===== config.mk =====
export PLATFORM = sky130hd
export DESIGN_NAME = uart_irq_ident
export DESIGN_NICKNAME = d
export VERILOG_FILES = /design/src/rtl/uart_irq_pkg.sv /design/src/rtl/irq_src_gate.sv /design/src/rtl/irq_prio_enc.sv /design/src/rtl/fifo_ctl_wr.sv /design/src/rtl/uart_irq_ident.sv
export SDC_FILE = /design/constraint.sdc
export NUM_CORES = 1
export LEC_CHECK = 0
export ABC_AREA = 1
export CORE_AREA = 2 2 39 41
export CTS_BUF_LIST = sky130_fd_sc_hd__clkbuf_4 sky130_fd_sc_hd__clkbuf_8
export CTS_CLUSTER_DIAMETER = 200
export CTS_CLUSTER_SIZE = 14
export DETAILED_ROUTE_END_ITERATION = 10
export DIE_AREA = 0 0 41 43
export GPL_ROUTABILITY_DRIVEN = 0
export PLACE_DENSITY_LB_ADDON = 0.25
export SLEW_MARGIN = 20
export SYNTH_ARGS = -nofsm -noshare
export SYNTH_HDL_FRONTEND = slang
export SYNTH_SLANG_ARGS = --single-unit
export TNS_END_PERCENT = 30

===== constraint.sdc =====
create_clock -name clk -period 0.9 [get_ports clk]
set_input_delay 0.18 -clock clk [delete_from_list [all_inputs] [get_ports clk]]
set_output_delay 0.18 -clock clk [all_outputs]
set_load 0.05 [all_outputs]

===== src/rtl/uart_irq_pkg.sv =====
package uart_irq_pkg;

  localparam int ID_W = 6;

  typedef enum logic [ID_W-1:0] {
    ID_NONE  = 6'b000001,
    ID_LINE  = 6'b000110,
    ID_RXTMO = 6'b001100,
    ID_RXRDY = 6'b000100,
    ID_TXRDY = 6'b000010,
    ID_MODEM = 6'b000000,
    ID_XOFF  = 6'b010000,
    ID_FLOW  = 6'b100000
  } irq_id_e;

  // Level 0 is the most urgent; the order sets the priority.
  function automatic logic [ID_W-1:0] level_code(input int lvl);
    case (lvl)
      0:       level_code = ID_LINE;
      1:       level_code = ID_RXTMO;
      2:       level_code = ID_RXRDY;
      3:       level_code = ID_TXRDY;
      4:       level_code = ID_MODEM;
      5:       level_code = ID_XOFF;
      6:       level_code = ID_FLOW;
      default: level_code = ID_NONE;
    endcase
  endfunction

endpackage


===== src/rtl/irq_src_gate.sv =====
module irq_src_gate #(
  parameter int NBASIC = 5,
  localparam int NLVL = NBASIC + 2
) (
  input  logic              clk,
  input  logic              rst_n,
  input  logic [NBASIC-1:0] ev_flag,
  input  logic [NBASIC-1:0] ev_en,
  input  logic              flow_chg,
  input  logic              flow_en,
  input  logic              xoff_hit,
  input  logic              xon_hit,
  input  logic              xoff_en,
  input  logic              enh_en,
  output logic [NLVL-1:0]   req
);

  logic xoff_q, xoff_d, xoff_ce;

  // Sticky Xoff indication: set only in enhanced mode, Xon clear wins.
  always_comb begin
    xoff_ce = xon_hit | (xoff_hit & enh_en);
    xoff_d  = xoff_q;
    if (xon_hit)                 xoff_d = 1'b0;
    else if (xoff_hit && enh_en) xoff_d = 1'b1;
  end

  always_ff @(posedge clk or negedge rst_n) begin
    if (!rst_n)       xoff_q <= 1'b0;
    else if (xoff_ce) xoff_q <= xoff_d;
  end

  genvar g;
  generate
    for (g = 0; g < NBASIC; g++) begin : g_basic
      assign req[g] = ev_flag[g] & ev_en[g];
    end
  endgenerate

  assign req[NBASIC]   = xoff_q & xoff_en & enh_en;
  assign req[NBASIC+1] = flow_chg & flow_en & enh_en;

  // the indication survives until an Xon is seen
  a_r6_xoff_hold: assert property (@(posedge clk) disable iff (!rst_n)
    (xoff_q && !xon_hit) |=> xoff_q);

  // no set outside enhanced mode
  a_r6_xoff_no_set: assert property (@(posedge clk) disable iff (!rst_n)
    (!xoff_q && !enh_en) |=> !xoff_q);

endmodule


===== src/rtl/irq_prio_enc.sv =====
module irq_prio_enc
  import uart_irq_pkg::*;
#(
  parameter int NLVL = 7
) (
  input  logic [NLVL-1:0] req,
  output logic [ID_W-1:0] code
);

  // Walk from least to most urgent so the most urgent request is written last.
  always_comb begin
    code = ID_NONE;
    for (int i = NLVL - 1; i >= 0; i--) begin
      if (req[i]) code = level_code(i);
    end
  end

endmodule


===== src/rtl/fifo_ctl_wr.sv =====
module fifo_ctl_wr (
  input  logic       clk,
  input  logic       rst_n,
  input  logic       ctl_wr,
  input  logic [1:0] ctl_wdata,
  output logic       fifo_on,
  output logic       rx_rst
);

  logic fifo_on_d, rx_rst_d;

  always_comb begin
    fifo_on_d = ctl_wr ? ctl_wdata[0] : fifo_on;
    rx_rst_d  = ctl_wr & ctl_wdata[0] & ctl_wdata[1];
  end

  always_ff @(posedge clk or negedge rst_n) begin
    if (!rst_n) begin
      fifo_on <= 1'b0;
      rx_rst  <= 1'b0;
    end else begin
      fifo_on <= fifo_on_d;
      rx_rst  <= rx_rst_d;
    end
  end

  // every pulse comes from a qualifying write one cycle earlier
  a_r9_pulse_source: assert property (@(posedge clk) disable iff (!rst_n)
    rx_rst |-> $past(ctl_wr && ctl_wdata == 2'b11));

  // a write without the enable bit leaves the FIFOs off
  a_r8_disable_write: assert property (@(posedge clk) disable iff (!rst_n)
    (ctl_wr && !ctl_wdata[0]) |=> (!fifo_on && !rx_rst));

endmodule


===== src/rtl/uart_irq_ident.sv =====
module uart_irq_ident
  import uart_irq_pkg::*;
#(
  parameter int NBASIC = 5
) (
  input  logic              clk,
  input  logic              rst_n,
  input  logic [NBASIC-1:0] ev_flag,
  input  logic [NBASIC-1:0] ev_en,
  input  logic              flow_chg,
  input  logic              flow_en,
  input  logic              xoff_hit,
  input  logic              xon_hit,
  input  logic              xoff_en,
  input  logic              enh_en,
  input  logic              ctl_wr,
  input  logic [1:0]        ctl_wdata,
  output logic [7:0]        isr,
  output logic              irq,
  output logic              rx_fifo_rst
);

  localparam int NLVL = NBASIC + 2;

  logic [NLVL-1:0] req;
  logic [ID_W-1:0] code;
  logic            fifo_on;

  irq_src_gate #(.NBASIC(NBASIC)) u_gate (
    .clk      (clk),
    .rst_n    (rst_n),
    .ev_flag  (ev_flag),
    .ev_en    (ev_en),
    .flow_chg (flow_chg),
    .flow_en  (flow_en),
    .xoff_hit (xoff_hit),
    .xon_hit  (xon_hit),
    .xoff_en  (xoff_en),
    .enh_en   (enh_en),
    .req      (req)
  );

  irq_prio_enc #(.NLVL(NLVL)) u_enc (
    .req  (req),
    .code (code)
  );

  fifo_ctl_wr u_fcr (
    .clk       (clk),
    .rst_n     (rst_n),
    .ctl_wr    (ctl_wr),
    .ctl_wdata (ctl_wdata),
    .fifo_on   (fifo_on),
    .rx_rst    (rx_fifo_rst)
  );

  assign isr = {{2{fifo_on}}, code};
  assign irq = ~code[0];

  // line status beats every other source
  a_r2_line_wins: assert property (@(posedge clk) disable iff (!rst_n)
    (ev_flag[0] && ev_en[0]) |-> (isr[5:0] == ID_LINE));

  // enhanced sources are silent outside enhanced mode
  a_r5_enh_gate: assert property (@(posedge clk) disable iff (!rst_n)
    !enh_en |-> (isr[5:4] == 2'b00));

  // both FIFO status bits move together
  a_r7_fifo_pair: assert property (@(posedge clk) disable iff (!rst_n)
    isr[7] == isr[6]);

  // nothing enabled means the idle code and no request
  a_r1_idle: assert property (@(posedge clk) disable iff (!rst_n)
    ((ev_flag & ev_en) == '0 && !enh_en) |-> (isr[5:0] == ID_NONE && !irq));

endmodule


==> results.md <==
- Slew @ Worst Pin: ~0.21 ns
- Worst EP arrival: ~1.1 ns
- Post-Synth Simple-Gate Area: between 40 and 50%
- R2r worst-path depth: 2
- HPWL Detailed: around 750 um
- GRT Resource Usage Total: about an eighth
- Setup violators final: 9
- Rel. slew slack: 86.1%
- Starting Density: 16.8%
- Global route total overflow: 0
- Hold buffers post-CTS: 0
- Initial antenna violation count: 0
- Mapped Cells: 38
- Mapped Nets: between 50 and 60
- CP Cell Sequence: nand3_2 > nand3_1 > nor2_4 > buf_12
- Number of global-route vias before repair: 378
- IO Pins: 31
- DRC: 0
- Largest family of logic cells by synthesized area: simple AND/OR/NAND/NOR gates
- Max Slew Vio Count: 0
- Flops & latches, synth: 3
- Ys Warns: 0
- Fin Hold WS: 0.130 ns
- CTS tree: yes
- Final #Nets: 97
- Worst setup EP type: output port
- Post-Layout Cell Count: ~90
- Tmin final: approximately 1.3 ns
- Setup Skew: 0 ns
- Ant diodes: 0
- CTS root buf: clkbuf_4
- Critical path's slowest cell: dfrtp_1
- Outcome: finished with violations
- RSZ-0062 raised after global routing: true
- Adder-Cell Fraction of Synth Area: 0%
- Clock-pin slew on the worst setup and hold paths: ~0.040 ns
- CP startpoint kind: flip-flop
- WL per Instance: 8.78 um
- Full die area: roughly 1800 um^2
- Max incr delay on CP: a little under 0.4 ns
- Layout area overhead: 247%
- LEAKAGE: between 0.0003 and 0.0004 uW
- Complex-gate fraction of the synthesized area: 6.45%
- Final Util: 58.3%
- Count of different cell masters after synthesis: 11
- Max-cap violations: 0
- Clk Latency, worst-skew pair: about 0.23 ns
- Setup bufs post-CTS: 0
- Total wire length: 799 um
- Crit path kind: reg -> out
- Setup crit start: u_gate.xoff_q$_DFFE_PN0P_
- Die Y: approximately 43 um
- CP Data Required Time: 0.72 ns
- Final hold violation count: 0
- FP Rows: 14
- Maximum vdd drop: around 0.6 mV
- Crit path max fanout: 3
- R2R Setup Slk: 0.21 ns
- Mapped Area: about 230 um^2
- Hold Path Class: in -> async
- Post-Synth XOR/XNOR Area: 0%
- First-pass GRT wire length: 1410 um
- Reg2reg start: u_fcr.fifo_on$_DFFE_PN0P_
- Core Region: 1380 um^2
- Setup ws final: -0.408 ns
- First drt pass iteration count: 4
- Initial DRC Count: 5
- Port-buffer cells: 30
- Final period utilization: 145%
- Clock Sinks: 3
- Clock buffer depth: 2
- Fmax: roughly 0.76 GHz
- # H-tree levels: 1
- Layout cells sized above 1: around 56%
- CTS buffer count: 3
- Mux contribution to synthesized area: 0%
- Post-synthesis sequential area ratio: roughly 32%
- Chip width: approximately 41 um
- Mapped Avg Cell Area: between 6 and 7 um^2
- Worst setup endpoint: isr[0]
- Failing checks: setup timing
- Reg2reg end: u_fcr.fifo_on$_DFFE_PN0P_
- Routed Antenna Nets: 0
- Vias after detailed routing: about 400
- Dpl cells: a little under 90
- DR vias/cell: ~4.4
- Largest net degree at the start of global routing: 6
- PwrDens: 1070 nW/um^2
cells in the mapped netlist (all sizes together):
library cell	n	area, um^2
buf	2	15.0
nor2	8	32.5
a21oi	2	10.0
nand4	2	12.5
inv	4	15.0
dfrtp	3	75.1
nand3	6	30.0
o21ai	1	5.00
nand2	10	37.5
worst max-delay path: cells and delay by family (launching register included):
kind                   cells  cell delay, ns
buffers and inverters      1            0.14
flip-flops                 1            0.39
AND/OR/NAND/NOR            3            0.37
metrics by stage:
stage | worst slack (ns) | setup TNS, ns | power, uW | area (um^2)
after global placement | -0.624 | -3.88 | 602 | 766
after CTS | -0.424 | -2.04 | 881 | 795
after global routing | -0.485 | -2.35 | 926 | 807
after floorplan | -0.176 | -0.613 | 347 | 323
final | -0.408 | -1.88 | 867 | 807
after detailed placement | -0.624 | -3.96 | 609 | 766
power breakdown:
group          total (uW)  leakage [uW]  switching, uW  internal (uW)
clock network         264     0.0000184           67.7            196
registers             157     0.0000376           11.5            145
logic                 446      0.000309            219            227
cells by family after synthesis:
kind of cell	after synthesis
compound gates	3
buf+inv	6
simple gates	26
flops	3
cell usage in the layout (no fill, tap or decap), types with 2 or more instances in the layout:
| master | Yosys | final |
|---|---|---|
| nand2_1 | 10 | 3 |
| nor2_1 | 7 | 4 |
| dfrtp_1 | 3 | 2 |
| buf_4 | 2 | 5 |
| clkbuf_4 | 0 | 4 |
| nand4_1 | 2 | 2 |
| nand2_8 | 0 | 3 |
| buf_6 | 0 | 4 |
| buf_2 | 0 | 2 |
| nand3_2 | 0 | 2 |
| nand2_2 | 0 | 4 |
| inv_1 | 3 | 3 |
| nor2_4 | 0 | 3 |
| nand3_1 | 6 | 3 |
| dlygate4sd2_1 | 0 | 8 |
| buf_12 | 0 | 10 |
| clkdlybuf4s50_1 | 0 | 6 |
layer usage:
layer / vias to the layer above / share of wire [%] / GRT usage (%)
li1: 197 / - / -
met1: 182 / 30 / 12.3
met2: 17 / 60 / 18.1
met3: 2 / 8.0 / 4.19
met4: 0 / 1.0 / 12.0
met5: - / 0 / 0
state kept, by name, indices dropped and copies added (netlist names):
name / flops
u_fcr.fifo_on: 1
u_fcr.rx_rst: 1
u_gate.xoff_q: 1
layout make-up:
type / count / area, um^2
tap: 16 / 20.0
clock buffer: 4 / 30.0
multi-input combinational: 29 / 243
sequential: 3 / 76.3
inverter: 4 / 15.0
fill: 133 / 577
timing repair buffer: 35 / 423
how the worst min path moves through the flow:
stage | start | endpoint | slack, ns | cells past startpoint
2_1_floorplan | rst_n | u_fcr.fifo_on$_DFFE_PN0P_ | -0.12 | 0
3_3_place_gp | rst_n | u_gate.xoff_q$_DFFE_PN0P_ | 0.37 | 1
3_5_place_dp | rst_n | u_gate.xoff_q$_DFFE_PN0P_ | 0.38 | 1
4_1_cts | rst_n | u_fcr.rx_rst$_DFF_PN0_ | 0.13 | 1
5_1_grt | rst_n | u_fcr.rx_rst$_DFF_PN0_ | 0.13 | 1
6_report | rst_n | u_fcr.rx_rst$_DFF_PN0_ | 0.13 | 1
timing repair:
item	4_1_cts	5_1_grt
gates resized for setup	43	4
pin swaps	9	1
setup endpoints to repair	10	10
hold endpoints to repair	0	0
(Power assumes the default switching activity.)
